[src/rtl/sc_pkg.sv]
package sc_pkg;

  // primary opcodes, bits [31:26]
  localparam logic [5:0] OP_REG   = 6'h00;
  localparam logic [5:0] OP_LOAD  = 6'h23;
  localparam logic [5:0] OP_STORE = 6'h2B;
  localparam logic [5:0] OP_BEQ   = 6'h04;

  // function codes, bits [5:0], when opcode is OP_REG
  localparam logic [5:0] FN_ADD = 6'h21;
  localparam logic [5:0] FN_SUB = 6'h23;
  localparam logic [5:0] FN_AND = 6'h24;
  localparam logic [5:0] FN_OR  = 6'h25;
  localparam logic [5:0] FN_SLT = 6'h2A;

  typedef enum logic [2:0] {
    ALU_ADD = 3'd0,
    ALU_SUB = 3'd1,
    ALU_AND = 3'd2,
    ALU_OR  = 3'd3,
    ALU_SLT = 3'd4
  } alu_op_e;

  typedef struct packed {
    logic    reg_we;       // write back to the register file
    logic    dst_is_rd;    // destination from [15:11] instead of [20:16]
    logic    b_is_imm;     // ALU operand B is the extended offset
    logic    wb_from_mem;  // write-back value comes from data memory
    logic    mem_we;       // store
    logic    is_branch;    // branch-if-equal
    alu_op_e alu_op;
  } ctrl_t;

endpackage

[src/rtl/sc_regfile.sv]
module sc_regfile #(
  parameter int XLEN = 32,
  parameter int AW   = 5
) (
  input  logic            clk,
  input  logic            rst,
  input  logic [AW-1:0]   ra_a,
  input  logic [AW-1:0]   ra_b,
  input  logic            we,
  input  logic [AW-1:0]   wa,
  input  logic [XLEN-1:0] wd,
  output logic [XLEN-1:0] rd_a,
  output logic [XLEN-1:0] rd_b
);
  localparam int NREG = 1 << AW;

  logic [XLEN-1:0] regs [NREG];

  // synchronous write; index 0 is never written
  always_ff @(posedge clk) begin
    if (rst) begin
      for (int i = 0; i < NREG; i++) regs[i] <= '0;
    end else if (we && (wa != '0)) begin
      regs[wa] <= wd;
    end
  end

  // asynchronous reads, index 0 forced to zero
  assign rd_a = (ra_a == '0) ? '0 : regs[ra_a];
  assign rd_b = (ra_b == '0) ? '0 : regs[ra_b];

endmodule

[src/rtl/sc_alu.sv]
module sc_alu
  import sc_pkg::*;
#(
  parameter int XLEN = 32
) (
  input  alu_op_e         op,
  input  logic [XLEN-1:0] a,
  input  logic [XLEN-1:0] b,
  output logic [XLEN-1:0] y,
  output logic            zero
);
  always_comb begin
    unique case (op)
      ALU_ADD: y = a + b;
      ALU_SUB: y = a - b;
      ALU_AND: y = a & b;
      ALU_OR:  y = a | b;
      ALU_SLT: y = XLEN'($signed(a) < $signed(b));
      default: y = '0;
    endcase
  end

  assign zero = (y == '0);

endmodule

[src/rtl/sc_decode.sv]
module sc_decode
  import sc_pkg::*;
(
  input  logic [5:0] opcode,
  input  logic [4:0] shamt,
  input  logic [5:0] funct,
  output ctrl_t      ctrl
);
  always_comb begin
    ctrl = '0;  // default: no-op, ALU add
    unique case (opcode)
      OP_REG: begin
        if (shamt == '0) begin
          unique case (funct)
            FN_ADD: begin ctrl.reg_we = 1'b1; ctrl.dst_is_rd = 1'b1; ctrl.alu_op = ALU_ADD; end
            FN_SUB: begin ctrl.reg_we = 1'b1; ctrl.dst_is_rd = 1'b1; ctrl.alu_op = ALU_SUB; end
            FN_AND: begin ctrl.reg_we = 1'b1; ctrl.dst_is_rd = 1'b1; ctrl.alu_op = ALU_AND; end
            FN_OR:  begin ctrl.reg_we = 1'b1; ctrl.dst_is_rd = 1'b1; ctrl.alu_op = ALU_OR;  end
            FN_SLT: begin ctrl.reg_we = 1'b1; ctrl.dst_is_rd = 1'b1; ctrl.alu_op = ALU_SLT; end
            default: ;
          endcase
        end
      end
      OP_LOAD: begin
        ctrl.reg_we      = 1'b1;
        ctrl.b_is_imm    = 1'b1;
        ctrl.wb_from_mem = 1'b1;
      end
      OP_STORE: begin
        ctrl.mem_we   = 1'b1;
        ctrl.b_is_imm = 1'b1;
      end
      OP_BEQ: begin
        ctrl.is_branch = 1'b1;
        ctrl.alu_op    = ALU_SUB;
      end
      default: ;
    endcase
  end

endmodule

[src/rtl/sc_nextpc.sv]
module sc_nextpc #(
  parameter int XLEN = 32
) (
  input  logic [XLEN-1:0] pc,
  input  logic [15:0]     offset,
  input  logic            take,
  output logic [XLEN-1:0] pc_next
);
  localparam logic [XLEN-1:0] STEP = XLEN'(4);

  logic [XLEN-1:0] pc_inc;
  logic [XLEN-1:0] disp;

  assign pc_inc  = pc + STEP;
  assign disp    = {{(XLEN-18){offset[15]}}, offset, 2'b00};
  assign pc_next = take ? (pc_inc + disp) : pc_inc;

endmodule

[src/rtl/sc_core.sv]
module sc_core
  import sc_pkg::*;
#(
  parameter int              XLEN     = 32,
  parameter logic [XLEN-1:0] RESET_PC = '0
) (
  input  logic            clk,
  input  logic            rst,
  output logic [XLEN-1:0] imem_addr,
  input  logic [31:0]     imem_rdata,
  output logic            dmem_we,
  output logic [XLEN-1:0] dmem_addr,
  output logic [XLEN-1:0] dmem_wdata,
  input  logic [XLEN-1:0] dmem_rdata
);
  localparam int AW = 5;

  logic [XLEN-1:0] pc_q;
  logic [XLEN-1:0] pc_next;

  // instruction fields
  logic [5:0]    f_op;
  logic [AW-1:0] f_rs;
  logic [AW-1:0] f_rt;
  logic [AW-1:0] f_rd;
  logic [4:0]    f_sh;
  logic [5:0]    f_fn;
  logic [15:0]   f_imm;

  assign f_op  = imem_rdata[31:26];
  assign f_rs  = imem_rdata[25:21];
  assign f_rt  = imem_rdata[20:16];
  assign f_rd  = imem_rdata[15:11];
  assign f_sh  = imem_rdata[10:6];
  assign f_fn  = imem_rdata[5:0];
  assign f_imm = imem_rdata[15:0];

  ctrl_t           ctrl;
  logic [XLEN-1:0] rs_data;
  logic [XLEN-1:0] rt_data;
  logic [XLEN-1:0] imm_ext;
  logic [XLEN-1:0] alu_b;
  logic [XLEN-1:0] alu_y;
  logic            alu_zero;
  logic [AW-1:0]   wr_idx;
  logic [XLEN-1:0] wr_val;

  always_ff @(posedge clk) begin
    if (rst) pc_q <= RESET_PC;
    else     pc_q <= pc_next;
  end

  sc_decode u_dec (
    .opcode (f_op),
    .shamt  (f_sh),
    .funct  (f_fn),
    .ctrl   (ctrl)
  );

  assign wr_idx = ctrl.dst_is_rd ? f_rd : f_rt;
  assign wr_val = ctrl.wb_from_mem ? dmem_rdata : alu_y;

  sc_regfile #(.XLEN(XLEN), .AW(AW)) u_rf (
    .clk  (clk),
    .rst  (rst),
    .ra_a (f_rs),
    .ra_b (f_rt),
    .we   (ctrl.reg_we),
    .wa   (wr_idx),
    .wd   (wr_val),
    .rd_a (rs_data),
    .rd_b (rt_data)
  );

  assign imm_ext = {{(XLEN-16){f_imm[15]}}, f_imm};
  assign alu_b   = ctrl.b_is_imm ? imm_ext : rt_data;

  sc_alu #(.XLEN(XLEN)) u_alu (
    .op   (ctrl.alu_op),
    .a    (rs_data),
    .b    (alu_b),
    .y    (alu_y),
    .zero (alu_zero)
  );

  sc_nextpc #(.XLEN(XLEN)) u_npc (
    .pc      (pc_q),
    .offset  (f_imm),
    .take    (ctrl.is_branch & alu_zero),
    .pc_next (pc_next)
  );

  assign imem_addr  = pc_q;
  assign dmem_we    = ctrl.mem_we;
  assign dmem_addr  = alu_y;
  assign dmem_wdata = rt_data;

endmodule

[config.mk]
export PLATFORM = sky130hd
export DESIGN_NAME = sc_core
export DESIGN_NICKNAME = d
export VERILOG_FILES = /design/src/rtl/sc_pkg.sv /design/src/rtl/sc_regfile.sv /design/src/rtl/sc_alu.sv /design/src/rtl/sc_decode.sv /design/src/rtl/sc_nextpc.sv /design/src/rtl/sc_core.sv
export SDC_FILE = /design/constraint.sdc
export NUM_CORES = 2
export LEC_CHECK = 0
export CORE_UTILIZATION = 35
export DETAILED_ROUTE_END_ITERATION = 6
export DONT_BUFFER_PORTS = 1
export HOLD_SLACK_MARGIN = 0.02
export PLACE_DENSITY = 0.55
export SYNTH_ARGS = -nofsm -noshare
export SYNTH_HDL_FRONTEND = slang
export SYNTH_HIERARCHICAL = 1
export SYNTH_SLANG_ARGS = --single-unit
[constraint.sdc]
create_clock -name clk -period 18.4 [get_ports clk]
set_input_delay 0.92 -clock clk [delete_from_list [all_inputs] [get_ports clk]]
set_output_delay 0.92 -clock clk [all_outputs]
set_load 0.01 [all_outputs]
* After elaboration in Yosys (flattened, before gate mapping)
Memory sizes are Yosys's and may differ from the RTL's. Index checks and enable logic that the tools add are counted. W data, S select, Z words.
Cells by class: reduce and logical (&&, ||, !) cells 11, add/subtract/negate cells 4, equal/unequal tests 12, bitwise operators 3, multiplexer cells 26, $lt $le $gt $ge 1
Operators by type and width (count):
- $mux W32 | 6
- $pmux W32 S5 | 1
- $add A32 B32 Y32 | 2
- $eq A6 B6 Y1 const B | 7
- $add A32 B3 Y32 const B | 1
- $and A32 B32 Y32 | 1
- $logic_not A32 Y1 | 1
- $lt A32 B32 Y1 | 1
- $or A32 B32 Y32 | 1
- $reduce_or A32 Y1 | 1
- $sub A32 B32 Y32 | 1
- $logic_not A5 Y1 | 3
- $pmux W3 S4 | 1
- $mux W1 | 11
- $mux W5 | 2
- $eq A3 B2 Y1 const B | 2
- $eq A6 B3 Y1 const B | 1
- $logic_not A6 Y1 | 1
- $pmux W3 S2 | 1
- $reduce_bool A5 Y1 | 1
- $reduce_or A5 Y1 | 1
- $mux W2 | 2
- $eq A3 B1 Y1 const B | 1
- $eq A3 B3 Y1 const B | 1
- 6 further kinds | 6
Storage, ports and cells: output and inout port bits 97, logic and storage cells 59, bits in registers 32, memory bits (writable) 1024, memories kept 1, input bits 66
Memory list:
- u_rf.regs | words 32, bits a word 32, read ports 2, clocked after memory_dff 0, write ports 32, RTL line sc_regfile.sv:17 | logic [XLEN-1:0] regs [NREG];

* Logic depth before layout (Yosys ltp)
depth after elaboration 13, depth in mapped cells 31, gate-level depth less buffers 23

* Cells and area by module
The synthesis kept the hierarchy.
By module, submodules not included:
- sc_regfile | times used 1, cells an instance 3502, seq. area each 30749.5 sq um, area an instance 54253.3 sq um
- sc_alu | times used 1, cells an instance 804, seq. area each 0.0 sq um, area an instance 5228.8 sq um
- sc_nextpc | times used 1, cells an instance 377, seq. area each 0.0 sq um, area an instance 2522.4 sq um
- sc_core | times used 1, cells an instance 146, seq. area each 640.6 sq um, area an instance 2068.2 sq um
- sc_decode | times used 1, cells an instance 24, seq. area each 0.0 sq um, area an instance 178.9 sq um

* Worst setup path before layout
No wires, ideal clock.
path type input -> register, start point in imem_rdata[18], end point reg pc_q[10], in the netlist imem_addr[10], cell stages on the path 27, setup slack 11.480 ns, library setup time 0.116 ns, buffers on the path 6, required time 18.284 ns, arrival 6.805 ns, path through buf_2 > buf_2 > clkbuf_1 > mux4_2 > a22o_1 > a2111oi_0 > nor3_1 > mux2_4 > ha_1 > fa_1 > a21o_2 > a211oi_1 > a21oi_2 > xnor2_1 > a2111oi_2 > nand4b_1 > a2111oi_2 > nand4b_1 > a2111oi_2 > and4bb_1 > and4b_1 > and2_1 > clkbuf_1 > clkbuf_1 > buf_1 > a21oi_1 > and2b_2
Between the ends: word-level cells in the longest chain between the ends 8, elaborated cells on any way between the ends 13, those cells by class 2 x add/sub; 1 x order compare; 4 x mux; 3 x bitwise; 2 x reduce/logical; 1 x memory
RTL lines:
- start: declaration | RTL line sc_core.sv:10 | input logic [31:0] imem_rdata,
- $mem_v2 Z32 W32 / $logic_not A5 Y1 (equally long branches)
- $mux W32 * | RTL line sc_regfile.sv:30 | assign rd_b = (ra_b == '0) ? '0 : regs[ra_b];
- via dmem_wdata[0] | RTL line sc_core.sv:13 | output logic [XLEN-1:0] dmem_wdata,
- $mux W32 * | RTL line sc_core.sv:76 | assign alu_b = ctrl.b_is_imm ? imm_ext : rt_data;
- via alu_b[0] | RTL line sc_core.sv:42 | logic [XLEN-1:0] alu_b;
- $sub A32 B32 Y32 (tied with other cells) | RTL line sc_alu.sv:15 | ALU_SUB: y = a - b;
- $pmux W32 S5 * | RTL line sc_alu.sv:13 | unique case (op)
- $logic_not A32 Y1 * | RTL line sc_alu.sv:23 | assign zero = (y == '0);
- via alu_zero | RTL line sc_core.sv:44 | logic alu_zero;
- $and A1 B1 Y1 * | RTL line sc_core.sv:89 | .take (ctrl.is_branch & alu_zero),
- $mux W32 * | RTL line sc_nextpc.sv:16 | assign pc_next = take ? (pc_inc + disp) : pc_inc;
- via pc_next[10] | RTL line sc_core.sv:19 | logic [XLEN-1:0] pc_next;
- end signal: assignment | RTL line sc_core.sv:50 | else pc_q <= pc_next;
- end: declaration | RTL line sc_core.sv:18 | logic [XLEN-1:0] pc_q;
Mark *: on every way through the listed nets, which the timed path passes. The rest lies on a longest branch. A chain may end at the register's enable or synchronous reset.

* Final worst setup path
start point in imem_rdata[16], end point reg pc_q[22], in the netlist imem_addr[22]
Between the ends: word-level cells in the longest chain between the ends 8, elaborated cells on any way between the ends 13, those cells by class 2 x add/sub; 1 x order compare; 4 x mux; 3 x bitwise; 2 x reduce/logical; 1 x memory
RTL lines:
- $mem_v2 Z32 W32 / $logic_not A5 Y1 (equally long branches)
- $mux W32 * | RTL line sc_regfile.sv:30
- via dmem_wdata[7] | RTL line sc_core.sv:13
- $mux W32 * | RTL line sc_core.sv:76
- via alu_b[7] | RTL line sc_core.sv:42
- $sub A32 B32 Y32 / $add A32 B32 Y32 (equally long branches) | RTL line sc_alu.sv:15, sc_alu.sv:14
- $pmux W32 S5 * | RTL line sc_alu.sv:13
- via dmem_addr[14] | RTL line sc_core.sv:12 | output logic [XLEN-1:0] dmem_addr,
- $logic_not A32 Y1 * | RTL line sc_alu.sv:23
- via alu_zero | RTL line sc_core.sv:44
- $and A1 B1 Y1 * | RTL line sc_core.sv:89
- $mux W32 * | RTL line sc_nextpc.sv:16
- via pc_next[22] | RTL line sc_core.sv:19
Marked as above.

==> summary.txt <==
Finish
  • P&R area growth vs syn: 9.03%
  • Multi-input logic area: 30,600 sq um
  • Share of cells above drive strength 1: roughly a fifth
  • Nets: approximately 5k
  • Number of fill cells in the layout: 16.9k
  • Post-route cell area: 70,100 sq um
  • Register area: 31,400 sq um

Placed design
  • HPWL Detailed: around 140,000 microns
  • Routability Congestion: 0.888
  • Placed cell area: 66,300 sq um
  • Port Buf Inserts: 0

Critical path
  • Worst Setup End Kind: flip-flop
  • R2R setup slack: a little under 10 ns
  • Crit path DAT: 10.28 ns
  • WP data required: 19.02 ns
  • Crit start category: primary input
  • Setup Crit Path Kind: primary input to flip-flop
  • CP Max Fanout: 310

Timing
  • Fin crit share: between 50 and 60%
  • Achievable Freq: 103 MHz
  • Final Setup Violations: 0
  • Unrepaired setup endpoints after global routing: false
  • Clock Skews: 0.0351 ns
  • Sum Neg Setup Slack: 0 ns
  • Slew Limit Headroom: -30.7%
  • Min cycle time layout: 9.67 ns
  • Worst-Margin Slew: a little under 2 ns
  • Final Hold Vio Count: 0
  • Slew Viols, Final: between 200 and 250

Synth
  • Flops & latches, synth: 1,056
  • Register area share after synthesis: 48.9%
  • Syn Area/Cell: 13.2 sq um
  • Main synth FF type: edfxtp_1
  • Cells after Synth: 4,853
  • Count of cell types in the netlist: 99
  • Async S/R FF share, synth: 0%
  • Post-synth EDFFs: 1,024
  • Mapped cell area: 64,300 sq um
  • Yosys Warn Count: 6

Clock tree
  • Clock buffer depth: 3
  • CTS tree: built
  • CTS buffer count: 118
  • H-tree depth: 3
  • Clk slew on worst S/H paths: approximately 0.06 ns
  • Sink Count: between 1k and 1.5k
  • Postcts setup bufs: 0
  • CTS root buf: clkbuf_16
  • Clock Latency Late Sink: between 0.7 and 0.8 ns
  • Hold_buf cts: 0
  • Cells resized by post-CTS repair: 0

Floorplanning
  • Initial Utilization: 35.4%
  • Ports: 163
  • Site Rows: 156
  • Die outline height: 430 microns
  • Core area: 182,000 sq um
  • Die span in x: 430 microns
  • Die ar.: 185,000 sq um

Route
  • Post-route antenna net violation count: 0
  • Initial DRC Count: 5,169
  • Vias per inst: around 6.0
  • DR vias: 43.1k
  • DRC: 0
  • Pre-antenna DRT Iters: 5
  • Drt total wl: approximately 230,000 microns
  • Avg WL per Cell: 32.8 microns

Power and ir drop
  • Cell area power density: 93.8 nW/um^2
  • Leak pwr: between 20 and 30 nW
  • Maximum VDD drop: 0.000130 V

Job
  • Max-cap violations: 0

Global route
  • Global-route wire length before repair: 326,000 microns
  • Vias in the first global route: around 42k
  • Grt ovf: 0
  • All-Layer GR Usage: 24.7%
  • Largest net degree at the start of global routing: 311
  • Antenna violations before repair: 20

Status
  • Outcome: finished with violations
  • Failing checks: max-slew violations

Min path
  • Hold Crit Class: primary input to flip-flop
==> layout make-up <==
class | instances | area share (%)
well taps | 2370 | 4.23
clock inverters | 61 | 0.864
repair buffers | 127 | 1.36
clock buffers | 152 | 4.46
multi-input cells | 3258 | 43.7
flip-flops and latches | 1056 | 44.8
diodes | 11 | 0.0393
inverters | 107 | 0.573
==> cell usage after synthesis, types with 7 or more instances <==
master	n	area [sq um]
a2111oi_0	18	158
a2111oi_1	41	410
a211oi_1	23	173
a21o_1	29	218
a21oi_1	148	741
a221oi_1	9	78.8
a22o_1	52	455
a22oi_1	16	120
a31oi_1	17	106
and2_1	1007	6300
and2b_2	24	210
and3_1	15	93.8
buf_1	16	60.1
buf_2	65	325
buf_4	41	308
buf_6	24	270
clkbuf_1	311	1170
dfxtp_1	32	641
edfxtp_1	1024	30700
ha_1	142	1780
inv_1	105	394
mux2_2	42	473
mux2_4	60	901
mux2i_1	163	1630
mux4_2	472	10600
nand2_1	97	364
nand2b_1	15	93.8
nand3_1	44	220
nand3b_1	9	67.6
nand4_1	21	131
nor2_1	166	623
nor2b_1	30	188
nor3_1	83	415
nor4_1	15	93.8
o211ai_1	21	158
o21ai_0	63	315
o21bai_1	13	97.6
o22ai_1	117	732
o31a_1	7	61.3
o31ai_1	9	67.6
or2_2	40	250
or3_1	8	50.1
xnor2_1	49	429
xor2_1	25	219
==> power by group <==
group	internal (mW)	leakage (nW)	switching (mW)	total, mW
Combinational	0.454	12.9	1.02	1.48
Sequential	2.71	10.8	0.0438	2.76
Clock	1.34	1.82	0.998	2.34
Total	4.51	25.5	2.06	6.57
==> kinds of logic (layout without fill, tap and decap cells) <==
logic type | count (synthesis) | after routing | share of synthesized area, %
simple gates | 1616 | 1616 | 14.8
fa+ha+maj | 145 | 145 | 2.86
mux | 737 | 737 | 21.2
buf+inv | 570 | 447 | 4.13
compound gates | 653 | 653 | 7.10
flops | 1056 | 1056 | 48.9
xor+xnor | 75 | 75 | 1.03
other cells | 1 | 43 | 0.00584
==> registers in the layout, indices dropped and copies added (netlist names) <==
name,cells
imem_addr,32
u_rf/regs,1024
==> cell usage in the layout (no fill, tap or decap), types with 15 or more instances in the layout <==
| cell | synthesis | layout |
|---|---|---|
| a2111oi_0 | 18 | 17 |
| a2111oi_1 | 41 | 40 |
| a211oi_1 | 23 | 23 |
| a21o_1 | 29 | 29 |
| a21oi_1 | 148 | 148 |
| a22o_1 | 52 | 52 |
| a22oi_1 | 16 | 16 |
| a31oi_1 | 17 | 17 |
| and2_1 | 1007 | 1005 |
| and2b_2 | 24 | 24 |
| and3_1 | 15 | 15 |
| buf_4 | 41 | 127 |
| clkbuf_1 | 311 | 32 |
| clkbuf_16 | 0 | 120 |
| clkinv_1 | 0 | 21 |
| clkinv_2 | 0 | 23 |
| conb_1 | 1 | 32 |
| dfxtp_1 | 32 | 32 |
| edfxtp_1 | 1024 | 1024 |
| ha_1 | 142 | 142 |
| inv_1 | 105 | 104 |
| mux2_2 | 42 | 42 |
| mux2_4 | 60 | 60 |
| mux2i_1 | 163 | 163 |
| mux4_2 | 472 | 472 |
| nand2_1 | 97 | 97 |
| nand2b_1 | 15 | 15 |
| nand3_1 | 44 | 44 |
| nand4_1 | 21 | 21 |
| nor2_1 | 166 | 133 |
| nor2_2 | 0 | 15 |
| nor2_4 | 0 | 18 |
| nor2b_1 | 30 | 28 |
| nor3_1 | 83 | 80 |
| o211ai_1 | 21 | 21 |
| o21ai_0 | 63 | 63 |
| o22ai_1 | 117 | 117 |
| or2_2 | 40 | 38 |
| xnor2_1 | 49 | 49 |
| xor2_1 | 25 | 25 |
==> critical path, cell delays in order <==
cell and delay, ns:
mux4_2 1.06, a22o_1 0.25, a2111oi_1 1.15, nor3_1 0.39, mux2_4 0.45, inv_1 0.09, ha_1 0.32, a21oi_1 0.31
o21ai_0 0.25, a31o_2 0.33, a31oi_1 0.32, mux2i_1 0.24, nand3_1 0.31, a2111oi_2 0.40, nand4b_1 0.29, a2111oi_2 0.29
and4bb_1 0.24, and4b_1 0.53, and2_2 0.24, buf_4 0.45, nand2_1 0.14, mux2i_1 0.18, nor2_1 0.08, and2b_2 0.18
==> per-layer routing <==
| layer | vias to the layer above | share of wire (%) | track usage (%) |
|---|---|---|---|
| li1 | 18000 | - | - |
| met1 | 22400 | 39 | 31.9 |
| met2 | 2161 | 48 | 40.7 |
| met3 | 440 | 8.0 | 4.44 |
| met4 | 8 | 4.8 | 10.6 |
| met5 | - | 0.021 | 0 |
==> through the flow <==
step                total power [mW]  cells  worst slack, ns  hold slack [ns]  util [%]
floorplan                       3.75   4884            11.48            0.601         -
global placement                4.26   6918             9.17            0.498      36.5
detailed placement              4.26   6918             9.11            0.504      36.5
CTS                             6.58   7131             9.83            0.228      38.6
global route                    6.75   7135             9.21            0.227      38.6
finish                          6.57   7142             8.73            0.259      38.6
==> worst paths after layout <==
path / startpoint / to / cells past startpoint
worst max-delay path: imem_rdata[16] / imem_addr[22] / 24
worst min register to register: imem_addr[1] / imem_addr[1] / 1
worst max register to register: u_rf/regs[31][7] / imem_addr[22] / 24
worst min-delay path: rst / imem_addr[15] / 1
(Power assumes the default switching activity.)
